File: src/rtl/es_jitter_atten.sv
module es_jitter_atten #(
  parameter int AW    = 6,
  parameter int DIV   = 8,
  parameter int GUARD = 2
) (
  input  logic       clk,
  input  logic       rst_n,
  input  logic       wr_stb,
  input  logic [1:0] wr_data,
  input  logic       deep,
  input  logic       los,
  output logic       rd_stb,
  output logic [1:0] rd_data,
  output logic       slip
);
  localparam int FW   = AW + 1;
  localparam int CW   = $clog2(DIV + 2);
  localparam int MAXD = 1 << AW;
  localparam logic [CW-1:0] LIM_NOM  = CW'(DIV - 1);
  localparam logic [CW-1:0] LIM_FAST = CW'(DIV - 2);
  localparam logic [CW-1:0] LIM_SLOW = CW'(DIV);

  logic [2:0]    stb_q;
  logic [1:0]    d1, d2;
  logic          deep_q, los_q;
  logic [AW-1:0] wp, rp;
  logic [FW-1:0] fill;
  logic [CW-1:0] cnt;
  logic [1:0]    mem [MAXD];

  wire [FW-1:0] depth      = deep ? FW'(MAXD) : FW'(MAXD / 2);
  wire [FW-1:0] half       = depth >> 1;
  wire [AW-1:0] mask       = AW'(depth - 1'b1);
  wire          near_full  = fill >= depth - FW'(GUARD);
  wire          near_empty = fill <= FW'(GUARD);
  wire          los_fall   = los_q & ~los;
  wire          dchg       = deep ^ deep_q;

  wire [CW-1:0] lim = los        ? LIM_NOM  :
                      near_full  ? LIM_FAST :
                      near_empty ? LIM_SLOW : LIM_NOM;

  wire fire     = (cnt >= lim) & ~los_fall;
  wire wr_en    = stb_q[1] & ~stb_q[2] & ~los;
  wire rd_en    = fire & ~los;
  wire ovf      = wr_en & ~rd_en & (fill == depth) & ~dchg;
  wire unf      = rd_en & ~wr_en & (fill == '0) & ~dchg;
  wire recentre = dchg | los_fall | ovf | unf;

  wire [AW-1:0] wp_nx = (wr_en ? wp + 1'b1 : wp) & mask;

  always_ff @(posedge clk or negedge rst_n) begin
    if (!rst_n) begin
      stb_q   <= '0;
      d1      <= '0;
      d2      <= '0;
      deep_q  <= 1'b0;
      los_q   <= 1'b0;
      wp      <= '0;
      rp      <= AW'(MAXD / 4);
      fill    <= FW'(MAXD / 4);
      cnt     <= '0;
      rd_stb  <= 1'b0;
      rd_data <= '0;
      slip    <= 1'b0;
      for (int i = 0; i < MAXD; i++) mem[i] <= '0;
    end else begin
      stb_q  <= {stb_q[1:0], wr_stb};
      d1     <= wr_data;
      d2     <= d1;
      deep_q <= deep;
      los_q  <= los;
      cnt    <= (fire | los_fall) ? '0 : cnt + 1'b1;
      rd_stb <= fire;
      slip   <= ovf | unf;
      if (wr_en) mem[wp] <= d2;
      wp <= wp_nx;
      if (rd_en)     rd_data <= mem[rp];
      else if (fire) rd_data <= '0;
      if (recentre) begin
        rp   <= (wp_nx - half[AW-1:0]) & mask;
        fill <= half;
      end else begin
        if (rd_en) rp <= (rp + 1'b1) & mask;
        fill <= fill + FW'(wr_en) - FW'(rd_en);
      end
    end
  end
endmodule

File: config.mk
export PLATFORM = sky130hd
export DESIGN_NAME = es_jitter_atten
export DESIGN_NICKNAME = d
export VERILOG_FILES = /design/src/rtl/es_jitter_atten.sv
export SDC_FILE = /design/constraint.sdc
export NUM_CORES = 1
export LEC_CHECK = 0
export CAP_MARGIN = 40
export CORE_UTILIZATION = 50
export CTS_CLUSTER_DIAMETER = 80
export CTS_CLUSTER_SIZE = 20
export DETAILED_ROUTE_END_ITERATION = 12
export PLACE_DENSITY = 0.73
export SYNTH_ARGS = -nofsm -noshare
export SYNTH_HDL_FRONTEND = slang
export SYNTH_SLANG_ARGS = --single-unit
File: constraint.sdc
create_clock -name clk -period 6.1 [get_ports clk]
set_input_delay 0.915 -clock clk [delete_from_list [all_inputs] [get_ports clk]]
set_output_delay 0.915 -clock clk [all_outputs]
set_load 0.005 [all_outputs]
* After elaboration in Yosys (flattened, before gate mapping) *
Cells that the tools add are included.

storage, ports and cells
  output and inout port bits = 4
  ROM bits = 0
  memories kept = 0
  bits in latches = 0
  memory bits (writable) = 0
  bits of input ports = 7
  register bits after elaboration = 164

operators by class
  divide/modulo/power cells = 0
  shifts and indexed selects = 0
  equality and inequality tests = 1
  reductions and logical operators = 4
  bitwise operators = 28
  multiplexer cells = 17
  $lt $le $gt $ge = 6
  add/sub/neg operators = 8
  multipliers = 0

operators with widths
  kind                 count
  $bwmux 128           1
  $and 6x6->6          3
  $mux 6               3
  $mux 4               4
  $ge 7x7->1 const B   2
  $mux 7               2
  $not 6->7            2
  $add 6x1->6 const B  2
  $bmux 2 s6           1
  $demux 2 s6          1
  $and 1x1->1          11
  $mux 2               5
  $add 7x1->7          1
  $eq 7x7->1           1
  $ge 7x7->1           1
  $le 7x2->1 const B   1
  $logic_not 7->1      1
  $lt 7x1->1 const B   1
  $sub 7x1->7          1
  $sub 7x2->7 const B  1
  $not 1->1            6
  $sub 6x1->6 const B  1
  $sub 6x6->6          1
  $or 1x1->1           5
  other kinds (5)      6

* Logic depth before layout (Yosys ltp) *
Gate-level depths: netlist of the first run.

  depth after elaboration = 15
  gate-level depth with buffers = 23

* Least setup slack after synthesis of the first run *
No wires, ideal clock.

  path kind = in2reg
  from = input port deep
  to = register fill[6]
  required time = 6.022 ns
  arrival time = 4.819 ns
  setup time = 0.078 ns
  path slack = 1.204 ns
  stages on the path = 21
  cell sequence = clkbuf_1 inv_1 ha_1 a211o_1 or3_1 inv_1 ha_1 a211oi_1 o21bai_1 nand2_1 inv_1 ha_1 inv_1 ha_1 fa_1 nor2b_1 o21a_1 o21bai_1 a21oi_1 or3_1 a21oi_1

on the way
  cells in the longest elaborated chain, start to end = 15
  elaborated cells on any way between the ends = 23
  classes of those cells = add/sub: 2; order compare: 2; eq/ne: 1; mux: 4; bitwise: 14

RTL lines
  item                       line  source
  from (decl)                10    input logic deep,
  $mux 7                     31    wire [FW-1:0] depth = deep ? FW'(MAXD) : FW'(MAXD / 2);
  $sub 7x2->7                34    wire near_full = fill >= depth - FW'(GUARD);
  $ge 7x7->1                 34
  $mux 4                     40    near_full ? LIM_FAST :
  $mux 4                     39    wire [CW-1:0] lim = los ? LIM_NOM :
  $ge 4x4->1                 43    wire fire = (cnt >= lim) & ~los_fall;
  $and 1x1->1                43
  $and 1x1->1                45    wire rd_en = fire & ~los;
  $not 1->1                  46    wire ovf = wr_en & ~rd_en & (fill == depth) & ~dchg;
  $and 1x1->1 (3 in series)  46
  $or 1x1->1 (2 in series)   48    wire recentre = dchg | los_fall | ovf | unf;
  $mux 7 (*)                 80    if (recentre) begin
  to (signal assigned)       61    fill <= FW'(MAXD / 4);
  to (signal assigned)       82    fill <= half;
  to (signal assigned)       85    fill <= fill + FW'(wr_en) - FW'(rd_en);
  to (decl)                  27    logic [FW-1:0] fill;

Every way passes the cells marked *; elsewhere a longest branch is shown, timed or not.
A chain may end at the register's enable or synchronous reset.

* Worst setup path after layout of the first run *
Same ends and word-level chain as after synthesis.

==> flow_summary.json, run 1 <==
{
  "preCtsSetupSlack_ns": 0.459,
  "hold_viol": 0,
  "multi_input_area_um2": 3960,
  "hp-start": "stb_q[0]",
  "p_clk_share_pct": 32.6,
  "wire_per_inst_um": 19.8,
  "fin_nets": 702,
  "synth.area.top_cells": "dfrtp_1 (49%), mux2_2 (17%), mux4_2 (5.4%)",
  "die-area_um2": 17200,
  "layout.cells.non_filler": 896,
  "cts_tree": "yes",
  "seq_area_frac_synth_pct": 49.3,
  "vias": 5147,
  "combPwrFrac_pct": 26.8,
  "drc": 0,
  "timing.final.crit_share_pct": 86.1,
  "netlist.area_leader.share_pct": 48.7,
  "power.total_mw": 3.43,
  "cts_hold_buf": 0,
  "ys_ff_latch": 164,
  "grt.overflow.total": 0,
  "drtIter0Drc": 345,
  "diodes": 0,
  "synth_edf_count": 0,
  "drv_slew": 0,
  "drtPass1Iterations": 4,
  "synth_cells": 664,
  "dpl_cell_area_um2": 8640,
  "cts_buffers": 17,
  "die_x_um": 131,
  "worst-endpoint-required_ns": 6.45,
  "dp_hpwl_um": 12100,
  "setup_violations": 0,
  "synthFlopType": "dfrtp_1",
  "syn_area_per_cell_um2": 12.5,
  "area_growth_pct": 11.2,
  "worstPathArrival_ns": 5.60,
  "grt_util_all_layers_pct": 23.0,
  "power.internal_mw": 2.34,
  "vias_per_cell": 5.74,
  "cts_root_buffer": "clkbuf_16",
  "hold_path.class": "flop to flop",
  "grt_pass1_wl_um": 28800,
  "dp.cells": 863,
  "cpPeakStageDelay_ns": 0.66,
  "pin_count": 11,
  "swShare_pct": 31.8,
  "period_minus_slack_ns": 5.25,
  "yosys_warnings": 0,
  "yosysTopAreaCell": "dfrtp_1",
  "fin_area_um2": 9270,
  "p_sw_mw": 1.09,
  "ir_worst_vdd_mv": 0.267,
  "clockBufferDepth": 2,
  "cp-end-kind": "flop",
  "max_freq_mhz": 190,
  "fillers": 1256,
  "r2r-end": "fill[6]",
  "postLayoutSetupSlackWorst_ns": 0.849,
  "io_buffers": 10,
  "cap_violations": 0,
  "worstSetupPathType": "input pin to flop",
  "min_to": "stb_q[1]",
  "drive_gt1_share_pct": 30.9,
  "antenna_found_initial": 0,
  "grt_pass1_vias": 5496,
  "outcome": "completed",
  "power-per-cell-area_nw_per_um2": 370,
  "synth_cell_types": 56,
  "synth_area_um2": 8330,
  "cts-htree-levels": 4,
  "cts_resized": 0,
  "hold_ws_ns": 0.347,
  "rrSetupSlack_ns": 1.51,
  "finalSetupTns_ns": 0,
  "clock-skew-final_ns": 0.00958,
  "start_util_pct": 51.9,
  "worstSetupStartpointType": "input pin",
  "tightest_slew_ns": 0.853,
  "post_cts_buffers": 0,
  "rsz0062_at_grt": "no",
  "clk_pin_slew_ns": 0.06,
  "cp_max_fo": 8,
  "final_util_pct": 57.7,
  "gp_congestion": 0.857,
  "synth.net_count": 699,
  "slowest_stage": "clkdlybuf4s50_1",
  "max_slew_margin_pct": 42.8,
  "clk_latency_ns": 0.43,
  "timing.rr.start": "fill[4]",
  "fp-row-count": 46,
  "crit_path_cell_trace": "clkdlybuf4s50_1 > inv_1 > ha_1 > a211o_1 > or3_1 > inv_1 > ha_1 > a211oi_1 > o21bai_1 > buf_4 > nand2_1 > inv_1 > ha_1 > inv_1 > ha_1 > fa_1 > nor2b_1 > o21a_1 > o21bai_1 > a21oi_1 > or3_1 > a21oi_1",
  "die_h_um": 131,
  "seq_power_share_pct": 40.5,
  "fp.coreArea_um2": 16100,
  "drt_wl_total_um": 17700,
  "ant_nets": 0,
  "grt_max_degree": 68,
  "r2r_cells": 24,
  "clkSinkCount": 164,
  "hold_depth": 0,
  "leakage_nw": 4.42,
  "register_area_um2": 4110,
  "async_flop_share_pct": 100
}
placed cells by master (no fill, tap or decap), types with 3 or more instances in the layout:
master           instances
o21ai_0                  5
and3_1                   3
nand2_1                 71
clkinv_4                 3
nor3_1                   5
dfrtp_1                161
nor2b_1                 10
mux4_1                   8
buf_4                    9
nand2b_1                 6
inv_6                    3
ha_1                    27
a21oi_1                 13
o21bai_1                 3
nand3b_1                 4
mux4_2                  20
a22oi_1                  3
mux2i_1                 19
xor2_1                  10
nor3_2                   3
nand4_1                  5
and2_1                   5
xnor2_1                  7
inv_1                   19
nand3_1                 12
clkbuf_16               17
clkdlybuf4s50_1          9
mux2_2                 129
bufinv_16                3
nor2_1                  39
cell type report:
type | count | area share, %
clock buffers | 19 | 4.89
inverters | 20 | 0.810
flip-flops and latches | 164 | 44.3
multi-input cells | 441 | 42.7
clock inverters | 13 | 1.85
well taps | 216 | 2.92
repair buffers | 23 | 2.50
worst max-delay path, delay by kind of cell:
family	cells	cell delay, ns
buf+inv	6	1.18
fa+ha+maj	5	1.41
compound gates	7	1.10
simple gates	4	0.98
worst max-delay path by stage:
| stage | slack [ns] | depth (start not counted) | to | start |
|---|---|---|---|---|
| final | 0.85 | 22 | fill[6] | deep |
| after global routing | 0.57 | 22 | fill[6] | deep |
| after CTS | 0.88 | 22 | fill[6] | deep |
| after detailed placement | 0.46 | 22 | fill[6] | deep |
| after global placement | 0.61 | 22 | fill[6] | deep |
| after floorplan | 1.20 | 21 | fill[6] | deep |
cells in the mapped netlist (2+ instances only):
| cell | instances |
|---|---|
| dfrtp_1 | 162 |
| mux2_2 | 129 |
| nand2_1 | 71 |
| nor2_1 | 39 |
| ha_1 | 27 |
| clkbuf_1 | 25 |
| mux4_2 | 20 |
| inv_1 | 19 |
| mux2i_1 | 19 |
| a21oi_1 | 13 |
| nand3_1 | 12 |
| nor2b_1 | 10 |
| xor2_1 | 10 |
| mux4_1 | 8 |
| xnor2_1 | 7 |
| buf_2 | 6 |
| nand2b_1 | 6 |
| and2_1 | 5 |
| nand4_1 | 5 |
| nor3_1 | 5 |
| o21ai_0 | 5 |
| buf_6 | 4 |
| nand3b_1 | 4 |
| a22oi_1 | 3 |
| and3_1 | 3 |
| nor3_2 | 3 |
| o21bai_1 | 3 |
| a211oi_1 | 2 |
| a21o_1 | 2 |
| and2_0 | 2 |
| and3b_1 | 2 |
| buf_1 | 2 |
| buf_4 | 2 |
| dfstp_2 | 2 |
| mux2_1 | 2 |
| nor2_2 | 2 |
| nor3b_1 | 2 |
| o22ai_1 | 2 |
| or3_1 | 2 |
sequential cells by signal (all words and copies together), names as in the netlist:
register / flops
d2: 2
wp: 6
fill: 7
slip: 1
deep_q: 1
rd_stb: 1
los_q: 1
rp: 6
cnt: 4
d1: 2
stb_q: 3
rd_data: 2
mem: 128
power by group through the flow:
stage               combinational, mW  sequential [mW]  clock (mW)
global placement                0.847             1.42           0
finish                          0.920             1.39        1.12
global route                     1.03             1.41        1.18
detailed placement              0.918             1.41           0
floorplan                       0.761             1.31           0
CTS                             0.924             1.39        1.14
cells by family after synthesis:
group	Yosys count	share of synthesized area (%)
compound gates	41	3.32
mux	178	27.9
buf+inv	59	3.20
flops	164	49.3
simple gates	177	10.2
fa+ha+maj	28	4.29
xor+xnor	17	1.79
routing by layer:
layer / vias to the layer above / share of wire, % / global-route usage [%] / wire, um
met3: 24 / 5.1 / 4.83 / 911
met5: - / 0 / 0 / 0
met2: 94 / 51 / 39.0 / 9110
li1: 2361 / - / - / -
met4: 0 / 1.7 / 8.99 / 293
met1: 2668 / 42 / 28.8 / 7400
(Power assumes the default switching activity.)
==> inputs of run 2 (changes only) <==
ABC_AREA = 1   (was not set)
==> run 2 against run 1 <==
  * Utilization is 0.71 points lower
  * Largest power group unchanged
  * Highest routed layer unchanged
  * Largest cell class unchanged
  * Final area down 2.3%
  * Setup slack better by 0.47 ns
  * Clock skew down 0.0043 ns
  * Clock power about the same
  * Synthesized cell count is 54% higher
  * Flip-flop and latch count unchanged
  * Combinational power is 40% higher
  * Critical path type unchanged
==> flow_summary.json, run 2 <==
{
  "fin_nets": 1056,
  "ys_ff_latch": 164,
  "grt_pass1_vias": 6483,
  "max_freq_mhz": 209,
  "synth_xor_area_share_pct": 1.19,
  "synth.net_count": 1055,
  "syn_area_per_cell_um2": 7.95,
  "max_slew_margin_pct": 50.3,
  "p_clk_share_pct": 28.6,
  "die_x_um": 129,
  "power.total_mw": 3.83,
  "drt_wl_total_um": 19800,
  "diodes": 0,
  "critPathMostFrequentCell": "nand2_1",
  "start_util_pct": 51.1,
  "power-per-cell-area_nw_per_um2": 423,
  "crit_end": "fill[6]",
  "synthMuxAreaShare_pct": 0,
  "cts_tree": "yes",
  "clk_latency_ns": 0.43,
  "synth-simple-area-share_pct": 28.9,
  "fin_area_um2": 9050,
  "grt_pass1_wl_um": 33000,
  "cp-end-kind": "flop",
  "die-area_um2": 16700,
  "startpoint": "deep",
  "layout_commonest_cell": "nand2_1",
  "post_cts_buffers": 0,
  "timing.final.crit_share_pct": 78.4,
  "timing.rr.start": "fill[4]",
  "p_sw_mw": 1.45,
  "cts_buffers": 17,
  "async_flop_share_pct": 100,
  "worst-endpoint-required_ns": 6.46,
  "grt_max_degree": 67,
  "leakage_nw": 4.11,
  "cts_resized": 0,
  "swShare_pct": 37.8,
  "crit_family": "adder cells",
  "setup_violations": 0,
  "r2r_cells": 24,
  "fp-row-count": 46,
  "largest_register_ffs": 128,
  "outcome": "completed",
  "drtIter0Drc": 695,
  "area_growth_pct": 11.6,
  "die_h_um": 129,
  "seq_area_frac_synth_pct": 50.6,
  "gp_congestion": 0.852,
  "period_minus_slack_ns": 4.79,
  "synthAdderAreaFrac_pct": 4.41,
  "worstSetupPathType": "input pin to flop",
  "cts_root_buffer": "clkbuf_16",
  "netlist.area_leader.share_pct": 50.0,
  "hold_path.class": "flop to flop",
  "preCtsSetupSlack_ns": 0.932,
  "synth.area.top_cells": "dfrtp_1 (50%), nand2_1 (18%), o21ai_0 (8.3%)",
  "clk_pin_slew_ns": 0.06,
  "fillers": 1452,
  "yosys_warnings": 0,
  "drive_gt1_share_pct": 5.43,
  "drc": 0,
  "fp.coreArea_um2": 15900,
  "ant_nets": 0,
  "synth_most_common_cell": "nand2_1",
  "tightest_slew_ns": 0.745,
  "final_cell_mix": "nand2_1 (394), dfrtp_1 (161), o21ai_0 (134)",
  "cpPeakStageDelay_ns": 0.70,
  "slowest_stage": "clkdlybuf4s50_1",
  "final_util_pct": 57.0,
  "combPwrFrac_pct": 33.7,
  "ir_worst_vdd_mv": 0.208,
  "grt_util_all_layers_pct": 25.9,
  "dpl_cell_area_um2": 8460,
  "seq_power_share_pct": 37.7,
  "worstPathArrival_ns": 5.15,
  "io_buffers": 10,
  "grt.overflow.total": 0,
  "crit_cells": 25,
  "rsz0062_at_grt": "no",
  "clkSinkCount": 164,
  "vias_per_cell": 5.48,
  "cts_hold_buf": 0,
  "postLayoutSetupSlackWorst_ns": 1.31,
  "vias": 6844,
  "largestRegisters": "mem: 128 flops, fill: 7 flops",
  "synth_commonest_cells": "nand2_1 (394), dfrtp_1 (162), o21ai_0 (134)",
  "synth_cells": 1020,
  "worstSetupStartpointType": "input pin",
  "dp_hpwl_um": 12500,
  "synth_cell_types": 30,
  "rrSetupSlack_ns": 1.84,
  "synth_area_um2": 8110,
  "finalSetupTns_ns": 0,
  "regMostFlops": "mem",
  "r2r-end": "fill[6]",
  "drtPass1Iterations": 6,
  "antenna_found_initial": 0,
  "drv_slew": 0,
  "synthFlopType": "dfrtp_1",
  "synth_top_family_by_area": "simple AND/OR/NAND/NOR gates",
  "cp_max_fo": 9,
  "yosysTopAreaCell": "dfrtp_1",
  "synth_edf_count": 0,
  "pin_count": 11,
  "crit_buf_inv": 5,
  "cts-htree-levels": 4,
  "synth_compound_area_share_pct": 10.3,
  "power.internal_mw": 2.38,
  "clock-skew-final_ns": 0.00525,
  "hold_viol": 0,
  "wire_per_inst_um": 15.9,
  "clockBufferDepth": 2,
  "cap_violations": 0
}
run 2: final cells by class:
cell class	count	area (um^2)	area share [%]
Clock buffer	20	467	5.15
Tap cell	216	270	2.98
Clock inverter	10	131	1.45
Multi-Input combinational cell	766	3640	40.2
Inverter	49	184	2.03
Sequential cell	164	4110	45.4
Timing Repair Buffer	23	256	2.83
run 2: how the worst min path moves through the flow:
stage          depth (start not counted)  slack [ns]      from  endpoint
3_3_place_gp                           0        0.33     d1[1]     d2[1]
5_1_grt                                0        0.36     d1[1]     d2[1]
3_5_place_dp                           0        0.33  stb_q[0]  stb_q[1]
4_1_cts                                0        0.35  stb_q[0]  stb_q[1]
6_report                               0        0.35     d1[0]     d2[0]
2_1_floorplan                          0        0.33     d1[0]     d2[0]
run 2: worst register-to-register path, cell delays in order (launching register included):
cell and delay (ns):
dfstp_2 0.57, inv_1 0.11, ha_1 0.19, nand2_1 0.07, nor2_1 0.04, o21ai_0 0.27, nand3_1 0.16, ha_1 0.33
a21oi_1 0.23, nand3_1 0.14, nand3_1 0.19, inv_1 0.14, ha_1 0.29, inv_1 0.04, ha_1 0.19, fa_1 0.38
inv_1 0.06, nor2_1 0.04, o21ai_0 0.21, nand2_1 0.10, a21oi_1 0.15, o21bai_1 0.09, nand2_1 0.07, nand2_1 0.05
nor2_1 0.09
run 2: per-layer routing:
layer / global-route usage (%) / vias to the layer above / wire, um
met5: 0 / - / 0
met2: 40.8 / 207 / 9170
li1: - / 3335 / -
met1: 35.1 / 3276 / 9200
met4: 9.90 / 0 / 337
met3: 5.57 / 26 / 1140
run 2: power groups by stage:
| stage | registers, mW | logic [mW] | clock network, mW |
|---|---|---|---|
| final | 1.45 | 1.29 | 1.10 |
| after global routing | 1.47 | 1.46 | 1.16 |
| after CTS | 1.44 | 1.28 | 1.11 |
| after detailed placement | 1.46 | 1.27 | 0 |
| after global placement | 1.46 | 1.21 | 0 |
| after floorplan | 1.38 | 0.954 | 0 |
run 2: per-stage QoR:
| step | hold WS, ns | std cells |
|---|---|---|
| after floorplan | 0.331 | 1020 |
| after global placement | 0.332 | 1210 |
| after detailed placement | 0.335 | 1218 |
| after CTS | 0.352 | 1248 |
| after global routing | 0.361 | 1248 |
| final | 0.349 | 1248 |
run 2: logic make-up after synthesis:
logic type | count (synthesis)
adder cells (fa/ha/maj) | 28
XOR/XNOR | 11
buffers and inverters | 90
AND/OR/NAND/NOR | 564
flip-flops | 164
AO/OA/AOI/OAI | 163
==> inputs of run 3 (changes only) <==
PLACE_DENSITY = 0.75   (was 0.73)
clock period = 4.4 ns   (was 6.1 ns; I/O delays follow)
==> run 3 against run 2 <==
  * Final area increased by 0.48%
  * Sequential share of layout area decreased by 0.22 points
  * Global-route usage increased by 0.34 points
  * Utilization increased by 0.28 points
  * Clock power increased by 38%
  * Via count decreased by 0.19%
  * Power increased by 39%
  * Cell count increased by 0.48%
==> flow_summary.json, run 3 (synthesized netlist as in run 2, its figures left out) <==
{
  "drt_wl_total_um": 20300,
  "gp_congestion": 0.864,
  "io_buffers": 10,
  "clock-skew-final_ns": 0.00599,
  "fillers": 1397,
  "hold_path.class": "input pin to async pin",
  "diodes": 0,
  "worstSetupPathType": "input pin to flop",
  "area_growth_pct": 12.1,
  "multi_input_area_um2": 3640,
  "drive_gt1_share_pct": 5.97,
  "setup_violations": 0,
  "post_cts_buffers": 0,
  "worstPathArrival_ns": 4.43,
  "die_h_um": 129,
  "cts_root_buffer": "clkbuf_16",
  "crit_end": "fill[6]",
  "vias_per_cell": 5.45,
  "finalSetupTns_ns": 0,
  "ant_nets": 0,
  "drv_slew": 0,
  "cts_resized": 0,
  "die-area_um2": 16700,
  "final_cell_mix": "nand2_1 (394), dfrtp_1 (161), o21ai_0 (133)",
  "grt_util_all_layers_pct": 26.2,
  "cts_hold_buf": 0,
  "drtIter0Drc": 707,
  "cts-htree-levels": 4,
  "rsz0062_at_grt": "no",
  "hold_ws_ns": 0.139,
  "layout_commonest_cell": "nand2_1",
  "leakage_nw": 4.13,
  "pin_count": 11,
  "preCtsSetupSlack_ns": -0.102,
  "critPathMostFrequentCell": "inv_1",
  "power-per-cell-area_nw_per_um2": 586,
  "cts_tree": "yes",
  "tightest_slew_ns": 0.783,
  "die_x_um": 129,
  "crit_family": "adder cells",
  "ir_worst_vdd_mv": 0.347,
  "fp-row-count": 46,
  "antenna_found_initial": 0,
  "postLayoutSetupSlackWorst_ns": 0.327,
  "cp_max_fo": 2,
  "clkSinkCount": 164,
  "dp_hpwl_um": 12700,
  "register_area_um2": 4110,
  "cts_buffers": 17,
  "cap_violations": 0,
  "max_slew_margin_pct": 47.5,
  "regMostFlops": "mem",
  "vias": 6831,
  "crit_buf_inv": 7,
  "r2r-end": "fill[6]",
  "clk_pin_slew_ns": 0.06,
  "start_util_pct": 51.1,
  "r2r_cells": 27,
  "drtPass1Iterations": 5,
  "grt.overflow.total": 0,
  "cp-end-kind": "flop",
  "hold_viol": 0,
  "grt_pass1_wl_um": 33300,
  "outcome": "completed",
  "startpoint": "deep",
  "crit_cells": 28,
  "slowest_stage": "clkdlybuf4s50_1",
  "max_freq_mhz": 246,
  "clk_latency_ns": 0.43,
  "worstSetupStartpointType": "input pin",
  "timing.final.crit_share_pct": 92.6,
  "clockBufferDepth": 2,
  "wire_per_inst_um": 16.2,
  "largestRegisters": "mem: 128 flops, fill: 7 flops",
  "drc": 0,
  "fin_area_um2": 9100,
  "fp.coreArea_um2": 15900,
  "largest_register_ffs": 128,
  "timing.rr.start": "fill[4]",
  "cpPeakStageDelay_ns": 0.49,
  "rrSetupSlack_ns": 0.38,
  "fin_nets": 1062,
  "final_util_pct": 57.3,
  "grt_max_degree": 76,
  "worst-endpoint-required_ns": 4.76,
  "dpl_cell_area_um2": 8490,
  "grt_pass1_vias": 6566,
  "period_minus_slack_ns": 4.07
}
-- run 3: cell types whose count changed in the layout (fill, tap and decap cells not counted), moves of 2 or more --
cell / before / now
buf_4: 7 / 15
buf_6: 3 / 1
clkbuf_8: 3 / 6
clkinv_2: 5 / 1
clkinvlp_4: 1 / 3
-- run 3: through the flow --
step	power, mW	cells
after floorplan	3.24	1020
after global placement	3.70	1220
after detailed placement	3.79	1224
after CTS	5.32	1254
after global routing	5.67	1254
final	5.33	1254
-- run 3: area by class of cell --
| cell class | count | share of cell area [%] |
|---|---|---|
| inverter | 49 | 2.02 |
| timing repair buffer | 29 | 3.23 |
| tap | 216 | 2.97 |
| clock inverter | 7 | 1.06 |
| clock buffer | 23 | 5.58 |
| multi-input combinational | 766 | 40.0 |
| sequential | 164 | 45.1 |
-- run 3: power breakdown --
part / total, mW / switching [mW] / internal, mW
sequential: 2.00 / 0.234 / 1.77
combinational: 1.81 / 1.19 / 0.622
clock: 1.52 / 0.598 / 0.920
-- run 3: how the worst min path moves through the flow --
stage | endpoint | start | cells past startpoint
floorplan | d2[0] | d1[0] | 0
global placement | d2[1] | d1[1] | 0
detailed placement | d2[1] | d1[1] | 0
CTS | mem[122] | rst_n | 1
global route | mem[122] | rst_n | 1
finish | mem[122] | rst_n | 1
-- run 3: per-layer routing --
metal	vias up	global-route usage [%]	share of wire, %
met1	3199	35.3	45
li1	3350	-	-
met5	-	0	0
met4	0	9.62	2.3
met2	244	42.2	46
met3	38	5.28	6.8
-- run 3: worst register-to-register path: stages, from the launching register on --
cell and delay, ns:
dfstp_2 0.56, inv_1 0.11, ha_1 0.19, nand2_1 0.08
nor2_1 0.05, o21ai_0 0.27, nand3_1 0.15, inv_1 0.10
ha_1 0.24, inv_1 0.07, o21bai_1 0.06, nand3_1 0.10
nand3_1 0.10, nand3_1 0.12, inv_1 0.07, ha_1 0.28
inv_1 0.04, ha_1 0.20, fa_1 0.37, inv_1 0.07
nor2_1 0.05, o21ai_1 0.15, nand2_1 0.09, a21oi_1 0.13
o21bai_1 0.10, nand2_1 0.07, nand2_1 0.05, nor2_1 0.09
